### src/rtl/sdiv_pkg.sv
package sdiv_pkg;

  typedef enum logic [2:0] {
    ST_IDLE,
    ST_MIN_GO,
    ST_MIN_WAIT,
    ST_CLAMP,
    ST_SCAN,
    ST_SCR_GO,
    ST_SCR_WAIT
  } sdiv_state_e;

  localparam int SDIV_PRE_FIRST = 2;
  localparam int SDIV_PRE_STEP  = 2;

endpackage

### src/rtl/sdiv_seq_divider.sv
module sdiv_seq_divider #(
  parameter int NW = 32,
  parameter int DW = 49
) (
  input  logic          clk,
  input  logic          rst_n,
  input  logic          go,
  input  logic [NW-1:0] numer,
  input  logic [DW-1:0] denom,
  output logic          valid,
  output logic [NW-1:0] quot
);
  localparam int CW = $clog2(NW + 1);

  logic [DW-1:0] rem_q;
  logic [NW-1:0] quo_q;
  logic [DW-1:0] den_q;
  logic [CW-1:0] cnt_q;
  logic [DW:0]   trial;
  logic          take;
  logic [DW-1:0] diff;

  always_comb begin
    trial = {rem_q, quo_q[NW-1]};
    take  = trial >= {1'b0, den_q};
    diff  = trial[DW-1:0] - den_q;
  end

  always_ff @(posedge clk or negedge rst_n) begin
    if (!rst_n) begin
      rem_q <= '0;
      quo_q <= '0;
      den_q <= '0;
      cnt_q <= '0;
      valid <= 1'b0;
    end else begin
      valid <= 1'b0;
      if (go) begin
        rem_q <= '0;
        quo_q <= numer;
        den_q <= denom;
        cnt_q <= CW'(NW);
      end else if (cnt_q != '0) begin
        rem_q <= take ? diff : trial[DW-1:0];
        quo_q <= {quo_q[NW-2:0], take};
        cnt_q <= cnt_q - 1'b1;
        valid <= (cnt_q == CW'(1));
      end
    end
  end

  assign quot = quo_q;
endmodule

### src/rtl/sdiv_rate_clamp.sv
module sdiv_rate_clamp #(
  parameter int W = 32
) (
  input  logic [W-1:0] src,
  input  logic [W-1:0] req,
  input  logic [W-1:0] lo,
  output logic [W-1:0] clamped
);
  logic [W-1:0] hi;
  logic [W-1:0] capped;

  always_comb begin
    hi      = src >> 1;
    capped  = (req > hi) ? hi : req;
    clamped = (capped < lo) ? lo : capped;
  end
endmodule

### src/rtl/sdiv_search_engine.sv
module sdiv_search_engine
  import sdiv_pkg::*;
#(
  parameter int CLK_W   = 32,
  parameter int PRE_MAX = 254,
  parameter int SCR_MAX = 255
) (
  input  logic                             clk,
  input  logic                             rst_n,
  input  logic                             start,
  input  logic [CLK_W-1:0]                 src_hz,
  input  logic [CLK_W-1:0]                 want_hz,
  output logic                             busy,
  output logic                             done,
  output logic [$clog2(PRE_MAX+1)-1:0]     prescale,
  output logic [$clog2(SCR_MAX+1)-1:0]     rate_div,
  output logic                             no_fit
);
  localparam int PRE_W   = $clog2(PRE_MAX + 1);
  localparam int SCR_W   = $clog2(SCR_MAX + 1);
  localparam int MW      = CLK_W + PRE_W + SCR_W + 1;
  localparam int MIN_DEN = PRE_MAX * (SCR_MAX + 1);

  // divisor product for one prescale value: (rate + 1) * prescale
  function automatic logic [MW-1:0] pre_span(input logic [CLK_W:0] r1,
                                             input logic [PRE_W-1:0] p);
    return MW'(r1) * MW'(p);
  endfunction

  // some divider fits at this prescale iff src < span * (SCR_MAX + 1)
  function automatic logic any_fit(input logic [CLK_W-1:0] c,
                                   input logic [MW-1:0] span);
    return MW'(c) < span * MW'(SCR_MAX + 1);
  endfunction

  sdiv_state_e      state_q;
  logic [CLK_W-1:0] clk_q;
  logic [CLK_W-1:0] req_q;
  logic [CLK_W-1:0] floor_q;
  logic [CLK_W-1:0] rate_q;
  logic [PRE_W-1:0] pre_q;

  logic [CLK_W:0]   r1;
  logic [MW-1:0]    span;
  logic             scan_fit;
  logic             scan_exhausted;
  logic             div_go;
  logic [MW-1:0]    div_den;
  logic             div_valid;
  logic [CLK_W-1:0] div_q;
  logic [CLK_W-1:0] clamp_out;

  always_comb begin
    r1             = {1'b0, rate_q} + 1'b1;
    span           = pre_span(r1, pre_q);
    scan_fit       = any_fit(clk_q, span);
    scan_exhausted = (pre_q == PRE_W'(PRE_MAX));
    div_go         = (state_q == ST_MIN_GO) || (state_q == ST_SCR_GO);
    div_den        = (state_q == ST_MIN_GO) ? MW'(MIN_DEN) : span;
  end

  sdiv_seq_divider #(.NW(CLK_W), .DW(MW)) u_div (
    .clk   (clk),
    .rst_n (rst_n),
    .go    (div_go),
    .numer (clk_q),
    .denom (div_den),
    .valid (div_valid),
    .quot  (div_q)
  );

  sdiv_rate_clamp #(.W(CLK_W)) u_clamp (
    .src     (clk_q),
    .req     (req_q),
    .lo      (floor_q),
    .clamped (clamp_out)
  );

  always_ff @(posedge clk or negedge rst_n) begin
    if (!rst_n) begin
      state_q  <= ST_IDLE;
      clk_q    <= '0;
      req_q    <= '0;
      floor_q  <= '0;
      rate_q   <= '0;
      pre_q    <= '0;
      done     <= 1'b0;
      prescale <= '0;
      rate_div <= '0;
      no_fit   <= 1'b0;
    end else begin
      done <= 1'b0;
      unique case (state_q)
        ST_IDLE: begin
          if (start) begin
            clk_q   <= src_hz;
            req_q   <= want_hz;
            state_q <= ST_MIN_GO;
          end
        end
        ST_MIN_GO:   state_q <= ST_MIN_WAIT;
        ST_MIN_WAIT: begin
          if (div_valid) begin
            floor_q <= div_q;
            state_q <= ST_CLAMP;
          end
        end
        ST_CLAMP: begin
          rate_q  <= clamp_out;
          pre_q   <= PRE_W'(SDIV_PRE_FIRST);
          state_q <= ST_SCAN;
        end
        ST_SCAN: begin
          if (scan_fit) begin
            state_q <= ST_SCR_GO;
          end else if (scan_exhausted) begin
            prescale <= '0;
            rate_div <= '0;
            no_fit   <= 1'b1;
            done     <= 1'b1;
            state_q  <= ST_IDLE;
          end else begin
            pre_q <= pre_q + PRE_W'(SDIV_PRE_STEP);
          end
        end
        ST_SCR_GO:   state_q <= ST_SCR_WAIT;
        ST_SCR_WAIT: begin
          if (div_valid) begin
            prescale <= pre_q;
            rate_div <= div_q[SCR_W-1:0];
            no_fit   <= 1'b0;
            done     <= 1'b1;
            state_q  <= ST_IDLE;
          end
        end
        default: state_q <= ST_IDLE;
      endcase
    end
  end

  assign busy = (state_q != ST_IDLE);
endmodule

### config.mk
export PLATFORM = sky130hd
export DESIGN_NAME = sdiv_search_engine
export DESIGN_NICKNAME = d
export VERILOG_FILES = /design/src/rtl/sdiv_pkg.sv /design/src/rtl/sdiv_seq_divider.sv /design/src/rtl/sdiv_rate_clamp.sv /design/src/rtl/sdiv_search_engine.sv
export SDC_FILE = /design/constraint.sdc
export NUM_CORES = 1
export LEC_CHECK = 0
export ABC_AREA = 1
export BUFFER_PORTS_ARGS = -buffer_cell sky130_fd_sc_hd__clkbuf_2
export CAP_MARGIN = 20
export CORE_MARGIN = 2
export CORE_UTILIZATION = 60
export DETAILED_ROUTE_END_ITERATION = 10
export PLACE_DENSITY = 0.77
export SYNTH_ARGS = -nofsm -noshare
export SYNTH_HDL_FRONTEND = slang
export SYNTH_SLANG_ARGS = --single-unit
### constraint.sdc
create_clock -name clk -period 9.2 [get_ports clk]
set_input_delay 0 -clock clk [delete_from_list [all_inputs] [get_ports clk]]
set_output_delay 0 -clock clk [all_outputs]
set_load 0.02 [all_outputs]
After elaboration in Yosys (flattened, before gate mapping)
Index checks and enable logic that the tools add are counted.
{ "totals": {"reg_bits": 294, "latchBits": 0, "ramBits": 0, "mem_bits_ro": 0, "in_bits": 67, "output_inout_bits": 19, "elab_cells": 86, "n_memories": 0} }
{ "classes": {"n_addsub": 4, "mul": 1, "div": 0, "magnitude_cmp": 4, "eq_ne": 15, "shift": 0, "mux": 35, "bitwise": 0, "reduce_logical": 12} }
{ "ops": {"columns": ["cell", "n"], "rows": [
  ["2-to-1 mux 49 bit", 3],
  ["2-to-1 mux 32 bit", 4],
  ["greater-or-equal comparator 50 x 49 -> 1 bit", 1],
  ["< comparator 32 x 49 -> 1 bit", 1],
  ["subtractor 49 bit", 1],
  ["2-to-1 mux 8 bit", 6],
  ["case mux 8 bit (2 select lines)", 3],
  ["multiplier 33 x 8 -> 41 bit", 1],
  ["2-to-1 mux 41 bit", 1],
  ["adder 32 x 1 -> 33 bit (second input constant)", 1],
  ["> comparator 32 x 31 -> 1 bit", 1],
  ["< comparator 32 bit", 1],
  ["case mux 3 bit (7 select lines)", 1],
  ["2-to-1 mux 3 bit", 5],
  ["2-to-1 mux 6 bit", 2],
  ["== test 3 bit (second input constant)", 3],
  ["adder 8 x 2 -> 8 bit (second input constant)", 1],
  ["== test 8 bit (second input constant)", 1],
  ["2-to-1 mux 1 bit", 8],
  ["!= test 2 bit (second input constant)", 4],
  ["AND reduction 4 bit", 2],
  ["== test 3 x 2 -> 1 bit (second input constant)", 2],
  ["== test 6 x 1 -> 1 bit (second input constant)", 1],
  ["nonzero test 2 bit", 3],
  ["other kinds (11)", 14]
]} }

Depth between registers and ports, before layout
Gate-level depths: netlist (run 1).
{ "depth": {"ltp_word": 5, "mapped_depth": 42, "depth_no_buf": 41} }

By module
From an unflattened synthesis (run 1), not the netlist that was laid out.
{ "unflattened": {"hier_cells": 4015, "hier_area_um2": 29056.6} }
{ "modules_own_cells": {"columns": ["module", "instances", "cells_each", "area_per_inst_um2", "seq_area_each_um2"], "rows": [
  ["sdiv_search_engine", 1, 1964, 16243.1, 3903.7],
  ["sdiv_seq_divider", 1, 1618, 10401.2, 3428.3],
  ["sdiv_rate_clamp", 1, 433, 2412.3, 0.0]
]} }

Least setup slack after synthesis (run 1)
OpenSTA, ideal clock, no wires.
{ "synth_timing": {"kind": "flip-flop to flip-flop", "start": "register rate_q[1]", "end": "register prescale[5]", "setup_time_ps": 117, "arrival_time_ps": 6508, "required_time_ps": 9083, "setup_slack_ps": 2575, "stages_incl_launch_ff": 36, "path_buffers": 1, "period_less_slack_ps": 6625, "cell_sequence": "dfrtp_1 -> ha_1 -> nand2_1 -> nor2_2 -> nand3_2 -> nor4_4 -> nand2_2 -> nor3_2 -> nand2_1 -> nor2_2 -> nand4_1 -> nor4_2 -> nand2_1 -> xor2_1 -> nor2_1 -> fa_1 -> fa_1 -> fa_1 -> inv_1 -> fa_1 -> inv_1 -> ha_1 -> a21oi_1 -> o21ai_0 -> nor2_1 -> a21boi_0 -> nand2_2 -> xor2_1 -> nand2_1 -> nor2_1 -> nand4_2 -> nor2_4 -> nand3_4 -> buf_2 -> nand3_1 -> nand2_1"} }
{ "synth_between": {"elab_chain_cells": 5} }
{ "synth_rtl": {"columns": ["item", "line_no", "text"], "rows": [
  ["from (decl)", "sdiv_search_engine.sv:40", "logic [CLK_W-1:0] rate_q;"],
  ["from (signal assigned)", "sdiv_search_engine.sv:109", "rate_q <= clamp_out;"],
  ["adder 32 x 1 -> 33 bit", "sdiv_search_engine.sv:54", "r1 = {1'b0, rate_q} + 1'b1;"],
  ["multiplier 33 x 8 -> 41 bit", "sdiv_search_engine.sv:27", "return MW'(r1) * MW'(p);"],
  ["< comparator 32 x 49 -> 1 bit", "sdiv_search_engine.sv:33", "return MW'(c) < span * MW'(SCR_MAX + 1);"],
  ["!= test 2 bit (no line)", null, null],
  ["AND reduction 4 bit (no line)", null, null],
  ["to (signal assigned)", "sdiv_search_engine.sv:129", "prescale <= pre_q;"],
  ["to (decl)", "sdiv_search_engine.sv:15", "output logic [$clog2(PRE_MAX+1)-1:0] prescale,"]
]} }
Every way passes these cells.
A chain may end at the register's enable or synchronous reset.

Final worst setup path (run 1)
{ "layout_timing": {"start": "register rate_q[0]", "end": "register prescale[1]"} }
The elaborated chain is that of the path after synthesis.

==> impl_metrics.env, run 1 <==
export IMPL_grtUsageTotal_pct=35.03
export IMPL_route_antenna_remaining_nets=0
export IMPL_synth_commonest_cells="inv_1, nand2_1, nor2_1"
export IMPL_clock_root_buffer="clkbuf_16"
export IMPL_cp_endpoint="prescale[1]"
export IMPL_setup_viol=0
export IMPL_synthCells=3438
export IMPL_pin_count=86
export IMPL_critical_path_class="flop to flop"
export IMPL_dieWidth_um=211.6
export IMPL_die_y_um=211.6
export IMPL_grt_pass1_vias=23813
export IMPL_worstRegToRegCells=37
export IMPL_synth_top_cell_area_share_pct=27.57
export IMPL_synth_largest_area_cell="dfrtp_1"
export IMPL_crit_arrival_ns=9.02
export IMPL_busiest_layer="met2"
export IMPL_drt_iter0_markers=2219
export IMPL_cpPeakStageDelay_ns=0.66
export IMPL_gp_congestion=1.001
export IMPL_slowest_stage="xor2_1"
export IMPL_maxSlewViolCount=0
export IMPL_ir_drop_v=0.0001416
export IMPL_num_vias=23540
export IMPL_antenna_cells=0
export IMPL_min_period_ns=8.479
export IMPL_antenna_found_initial=0
export IMPL_core_um2=42790
export IMPL_final_setup_worst_slack_ns=0.7213
export IMPL_cts_resized=0
export IMPL_hold_viol=0
export IMPL_use_met1_pct=49.42
export IMPL_grt_pass1_wl_um=123800
export IMPL_drv_cap=0
export IMPL_r2r_setup_slack_ns=0.72
export IMPL_rr_startpoint="rate_q[0]"
export IMPL_startpoint="rate_q[0]"
export IMPL_synth_ff_type="dfrtp_1"
export IMPL_grt_use_met3_pct=5.800
export IMPL_dp_slack_ns=0.8265
export IMPL_period_share_pct=92.16
export IMPL_die_area_um2=44790
export IMPL_grt_use_met2_pct=55.41
export IMPL_cts_tree="done"
export IMPL_slew_headroom_pct=29.37
export IMPL_clk_pin_slew_worst_paths_ns=0.06
export IMPL_drive_gt1_share_pct=6.182
export IMPL_tns_ns=0
export IMPL_cts_made_buffers=30
export IMPL_ys_seq_area_share_pct=27.57
export IMPL_rsz0062_at_grt="false"
export IMPL_clk_latency_ns=0.61
export IMPL_outcome="finished clean"
export IMPL_grt_remaining_overflow=0
export IMPL_clk_path_buf_depth=3
export IMPL_max_clock_freq_mhz=117.9
export IMPL_hpwl_um=57140
export IMPL_avgSynthCellArea_um2=7.524
export IMPL_yosysMostFrequentCell="inv_1"
export IMPL_ys_ff_latch=285
export IMPL_remaining_drc_errors=0
export IMPL_hold_path_class="input pin to async pin"
export IMPL_worst_slew_pin_slew_ns=1.057
export IMPL_grt_max_degree=162
export IMPL_worst_path_most_repeated_cell="nand2_1"
export IMPL_syn_area_um2=25870
export IMPL_clock_sinks=285
export IMPL_ys_types=61
export IMPL_finalNetCount=4013
export IMPL_power_per_cell_area_nw_per_um2=95.77
export IMPL_timing_rr_end="prescale[1]"
export IMPL_htree_levels=1
export IMPL_synth_edf_count=0
export IMPL_end_kind="flop"
export IMPL_ys_async_sr_fraction_pct=100.0
export IMPL_via_per_inst=5.690
export IMPL_path_max_fanout=17
export IMPL_initial_core_util_pct=60.45
export IMPL_multi_input_area_um2=15950
export IMPL_total_leakage_power_nw=14.99
export IMPL_regArea_um2=7132
export IMPL_portBuffers=85
export IMPL_fin_skew_ns=0.04158
export IMPL_worstPathRequired_ns=9.74
export IMPL_wl_per_cell_um=18.37
export IMPL_hold_ws_ns=0.04128
export IMPL_synthToLayoutAreaGrowth_pct=11.04
export IMPL_rows=76
export IMPL_fillers=3587
export IMPL_ys_warnings_count=0
export IMPL_first_pass_iters=8
export IMPL_wl_um=76010
export IMPL_synthTopCellsByArea="dfrtp_1, fa_1, inv_1"
export IMPL_cp_start_kind="flop"
-- cell type report --
class / instances / area share [%]
Multi-Input combinational cell: 2405 / 55.53
Inverter: 672 / 8.781
Tap cell: 546 / 2.378
Clock inverter: 16 / 0.8058
Sequential cell: 285 / 24.83
Clock buffer: 40 / 2.988
Timing Repair Buffer: 173 / 4.687
-- cells in the final DEF (no fill, tap or decap), drive strengths merged, types with 5 or more instances in the layout --
master	count
o21bai	9
dfrtp	285
a21o	10
a31oi	15
nor4	14
buf	23
clkbuf	124
or2	7
bufinv	5
a21boi	7
nor2	450
nand2	616
clkinv	13
nand3	160
a211oi	8
o21ai	214
fa	187
o221ai	34
ha	192
nor3	32
conb	33
o22ai	46
nand4	25
dlygate4sd3	66
a21oi	221
inv	667
xor2	68
xnor2	27
-- power by group --
group / switching, mW / internal (mW)
Sequential: 0 / 1.25
Clock: 0.538 / 0.796
Combinational: 0.103 / 0.0604
-- per-stage QoR --
| stage | utilization [%] | area, µm² | cells | power (mW) |
|---|---|---|---|---|
| after floorplan | - | 25980 | 3469 | 1.344 |
| after global placement | 62.80 | 26870 | 4011 | 1.409 |
| after detailed placement | 62.85 | 26890 | 4012 | 1.413 |
| after CTS | 66.94 | 28640 | 4134 | 2.753 |
| after global routing | 67.13 | 28730 | 4137 | 2.832 |
| final | 67.13 | 28730 | 4137 | 2.751 |
-- what timing repair did --
action                                 4_1_cts  5_1_grt
buffers inserted                             0        0
hold buffers                                66        0
endpoints found under the hold margin      191        0
-- flip-flops by register name, indices dropped and copies added, names as in the netlist, 32 cells and up --
signal and count:
clk_q 32, floor_q 32, rate_q 32, req_q 32, u_div.den_q 41, u_div.quot 32, u_div.rem_q 49
-- layer usage --
layer | share of wire [%] | up-vias
met5 | 0 | -
met4 | 3.4 | 0
met3 | 7.9 | 161
met2 | 45 | 956
met1 | 44 | 11332
li1 | - | 11091
-- cells by family (layout without fill, tap and decap cells) --
logic type	count (synthesis)	in the layout	share of synthesized area, %
xor+xnor	95	95	3.245
flops	285	285	27.57
simple gates	1312	1312	21.11
mux	1	1	0.04353
other cells	2	33	0.02903
fa+ha+maj	379	379	23.76
buf+inv	779	901	11.41
compound gates	585	585	12.84
-- worst min-delay path by stage --
| stage | to | slack (ns) | cells after the start |
|---|---|---|---|
| 2_1_floorplan | clk_q[0] | -0.30 | 0 |
| 3_3_place_gp | clk_q[3] | 0.14 | 1 |
| 3_5_place_dp | clk_q[2] | 0.15 | 1 |
| 4_1_cts | clk_q[2] | 0.12 | 2 |
| 5_1_grt | clk_q[3] | 0.18 | 2 |
| 6_report | clk_q[2] | 0.04 | 2 |
-- worst max-delay path, delay by kind of cell (launching register included) --
kind / cells / cell delay, ns
buf+inv: 3 / 0.19
simple gates: 24 / 3.62
flops: 1 / 0.53
fa+ha+maj: 6 / 2.68
compound gates: 2 / 0.45
xor+xnor: 2 / 0.91
Power figures use the tool's default switching activity.
==> inputs of run 2 (changes only) <==
- BUFFER_PORTS_ARGS: -buffer_cell sky130_fd_sc_hd__clkbuf_2 -> -buffer_cell sky130_fd_sc_hd__buf_2
- CORE_UTILIZATION: 60 -> 40
- PLACE_DENSITY: 0.77 -> not set
==> run 2 against run 1 <==
Largest cell class unchanged. Final cell count increased by 7.7%. Non-clock buffer count increased by 5. Largest power group unchanged. Critical path type unchanged. Global-route usage decreased by 13 points. Sequential cell count unchanged. Total power increased by 1.8%. Sequential share of layout area decreased by 0.37 points. Worst setup slack improved by 0.15 ns. Highest routed layer unchanged. Clock skew decreased by 0.018 ns. Critical path depth increased by 1. Clock-buffer cell count increased by 5. Die area increased by 49%. Worst hold slack got worse by 0.0099 ns.
==> impl_metrics.env, run 2 (synthesized netlist as in run 1, its figures left out) <==
export IMPL_die_y_um=258.3
export IMPL_drive_gt1_share_pct=6.391
export IMPL_clk_path_buf_depth=3
export IMPL_period_share_pct=90.53
export IMPL_cts_tree="done"
export IMPL_fillers=6554
export IMPL_via_per_inst=5.060
export IMPL_wl_met3_um=4054
export IMPL_portBuffers=85
export IMPL_grt_pass1_vias=22484
export IMPL_fin_skew_ns=0.02339
export IMPL_layout_common_cells="inv_1, nand2_1, nor2_1"
export IMPL_top_layer="met4"
export IMPL_core_um2=64230
export IMPL_outcome="finished clean"
export IMPL_grtUsageTotal_pct=22.38
export IMPL_grt_remaining_overflow=0
export IMPL_wl_met2_um=32050
export IMPL_drv_cap=0
export IMPL_reg_top3="u_div.rem_q x49, u_div.den_q x41"
export IMPL_max_clock_freq_mhz=120.1
export IMPL_multi_input_area_um2=15950
export IMPL_initial_core_util_pct=40.27
export IMPL_antenna_cells=0
export IMPL_hold_viol=0
export IMPL_largest_register="u_div.rem_q"
export IMPL_power_per_cell_area_nw_per_um2=96.07
export IMPL_postCtsSetupRepairBufs=0
export IMPL_clock_root_buffer="clkbuf_16"
export IMPL_antenna_found_initial=0
export IMPL_remaining_drc_errors=0
export IMPL_pin_count=86
export IMPL_rsz0062_at_grt="false"
export IMPL_rows=93
export IMPL_grt_max_degree=97
export IMPL_tns_ns=0
export IMPL_regArea_um2=7132
export IMPL_total_leakage_power_nw=15.02
export IMPL_min_period_ns=8.329
export IMPL_die_area_um2=66720
export IMPL_clock_sinks=285
export IMPL_path_max_fanout=17
export IMPL_worst_slew_pin_slew_ns=1.057
export IMPL_mostFrequentLayoutCell="inv_1"
export IMPL_first_pass_iters=6
export IMPL_utilization_pct=45.39
export IMPL_crit_arrival_ns=8.79
export IMPL_end_kind="flop"
export IMPL_worstPathRequired_ns=9.66
export IMPL_hpwl_um=56170
export IMPL_wl_per_cell_um=16.31
export IMPL_largest_reg_flops=49
export IMPL_dieWidth_um=258.3
export IMPL_cp_start_kind="flop"
export IMPL_synthToLayoutAreaGrowth_pct=12.71
export IMPL_drt_iter0_markers=1703
export IMPL_clk_pin_slew_worst_paths_ns=0.06
export IMPL_htree_levels=2
export IMPL_route_antenna_remaining_nets=0
export IMPL_wl_met1_um=34920
export IMPL_slew_headroom_pct=29.38
export IMPL_critical_path_class="flop to flop"
export IMPL_slowest_stage="xor2_1"
export IMPL_wl_um=72660
export IMPL_cts_made_buffers=34
export IMPL_grt_pass1_wl_um=120500
export IMPL_num_vias=22537
export IMPL_cpPeakStageDelay_ns=0.60
export IMPL_setup_viol=0
export IMPL_clk_latency_ns=0.54
export IMPL_hold_path_class="input pin to async pin"
export IMPL_ir_drop_v=0.0001043
export IMPL_worst_path_most_repeated_cell="nand2_1"
export IMPL_gp_congestion=0.9169
export IMPL_maxSlewViolCount=0
export IMPL_finalNetCount=4022
## run 2: cell count changes in the layout (fill, tap and decap cells not counted), sizes merged
cell / previous run / this run
buf: 23 / 112
inv: 667 / 670
clkbuf: 124 / 45
bufinv: 5 / 3
clkinvlp: 3 / 1
clkinv: 13 / 12
## run 2: what timing repair did
action	in CTS	in global routing
hold buffers	66	0
endpoints found under the hold margin	158	0
resized for setup	0	0
## run 2: per-layer routing
metal  vias to the layer above  track usage [%]
met2                       582            35.09
met3                        89            2.318
met4                         0            5.395
met1                     10753            33.16
li1                      11113                -
met5                         -                0
## run 2: area by class of cell
class	count	area share (%)
Inverter	672	8.651
Timing Repair Buffer	178	4.592
Sequential cell	285	24.46
Multi-Input combinational cell	2405	54.72
Clock inverter	14	0.6094
Clock buffer	45	3.300
Tap cell	855	3.669
## run 2: final timing paths
kind | from | end | slack (ns) | cells past startpoint
max | rate_q[0] | rate_div[0] | 0.87 | 38
min | rst_n | req_q[3] | 0.03 | 2
min in group clk | want_hz[31] | req_q[31] | 0.23 | 3
max reg2reg | rate_q[0] | rate_div[0] | 0.87 | 38
min reg2reg | floor_q[13] | floor_q[13] | 0.48 | 2
max in group asynchronous | rst_n | u_div.rem_q[32] | 7.65 | 3
## run 2: power breakdown
group | switching [mW] | leakage (nW) | internal, mW
Clock | 0.564 | 0.561 | 0.826
Sequential | 0 | 3.30 | 1.25
Combinational | 0.0979 | 11.2 | 0.0595
Total | 0.662 | 15.0 | 2.14
## run 2: through the flow
stage               std cells  hold WS, ns  power [mW]  setup slack [ns]  area [µm²]
floorplan                3469      -0.2956       1.344             2.575       25980
global placement         4326      0.07781       1.412             1.157       27290
detailed placement       4327      0.07041       1.412            0.9837       27310
CTS                      4452      0.09839       2.827            0.9532       29110
global route             4454       0.1310       2.905            0.2064       29160
finish                   4454      0.03141       2.801            0.8714       29160
## run 2: worst max-delay path: cells and delay by family, from the launching register on
kind	cells	cell delay, ns
flops	1	0.55
fa+ha+maj	6	2.65
xor+xnor	1	0.60
simple gates	25	3.48
compound gates	3	0.71
buf+inv	3	0.24
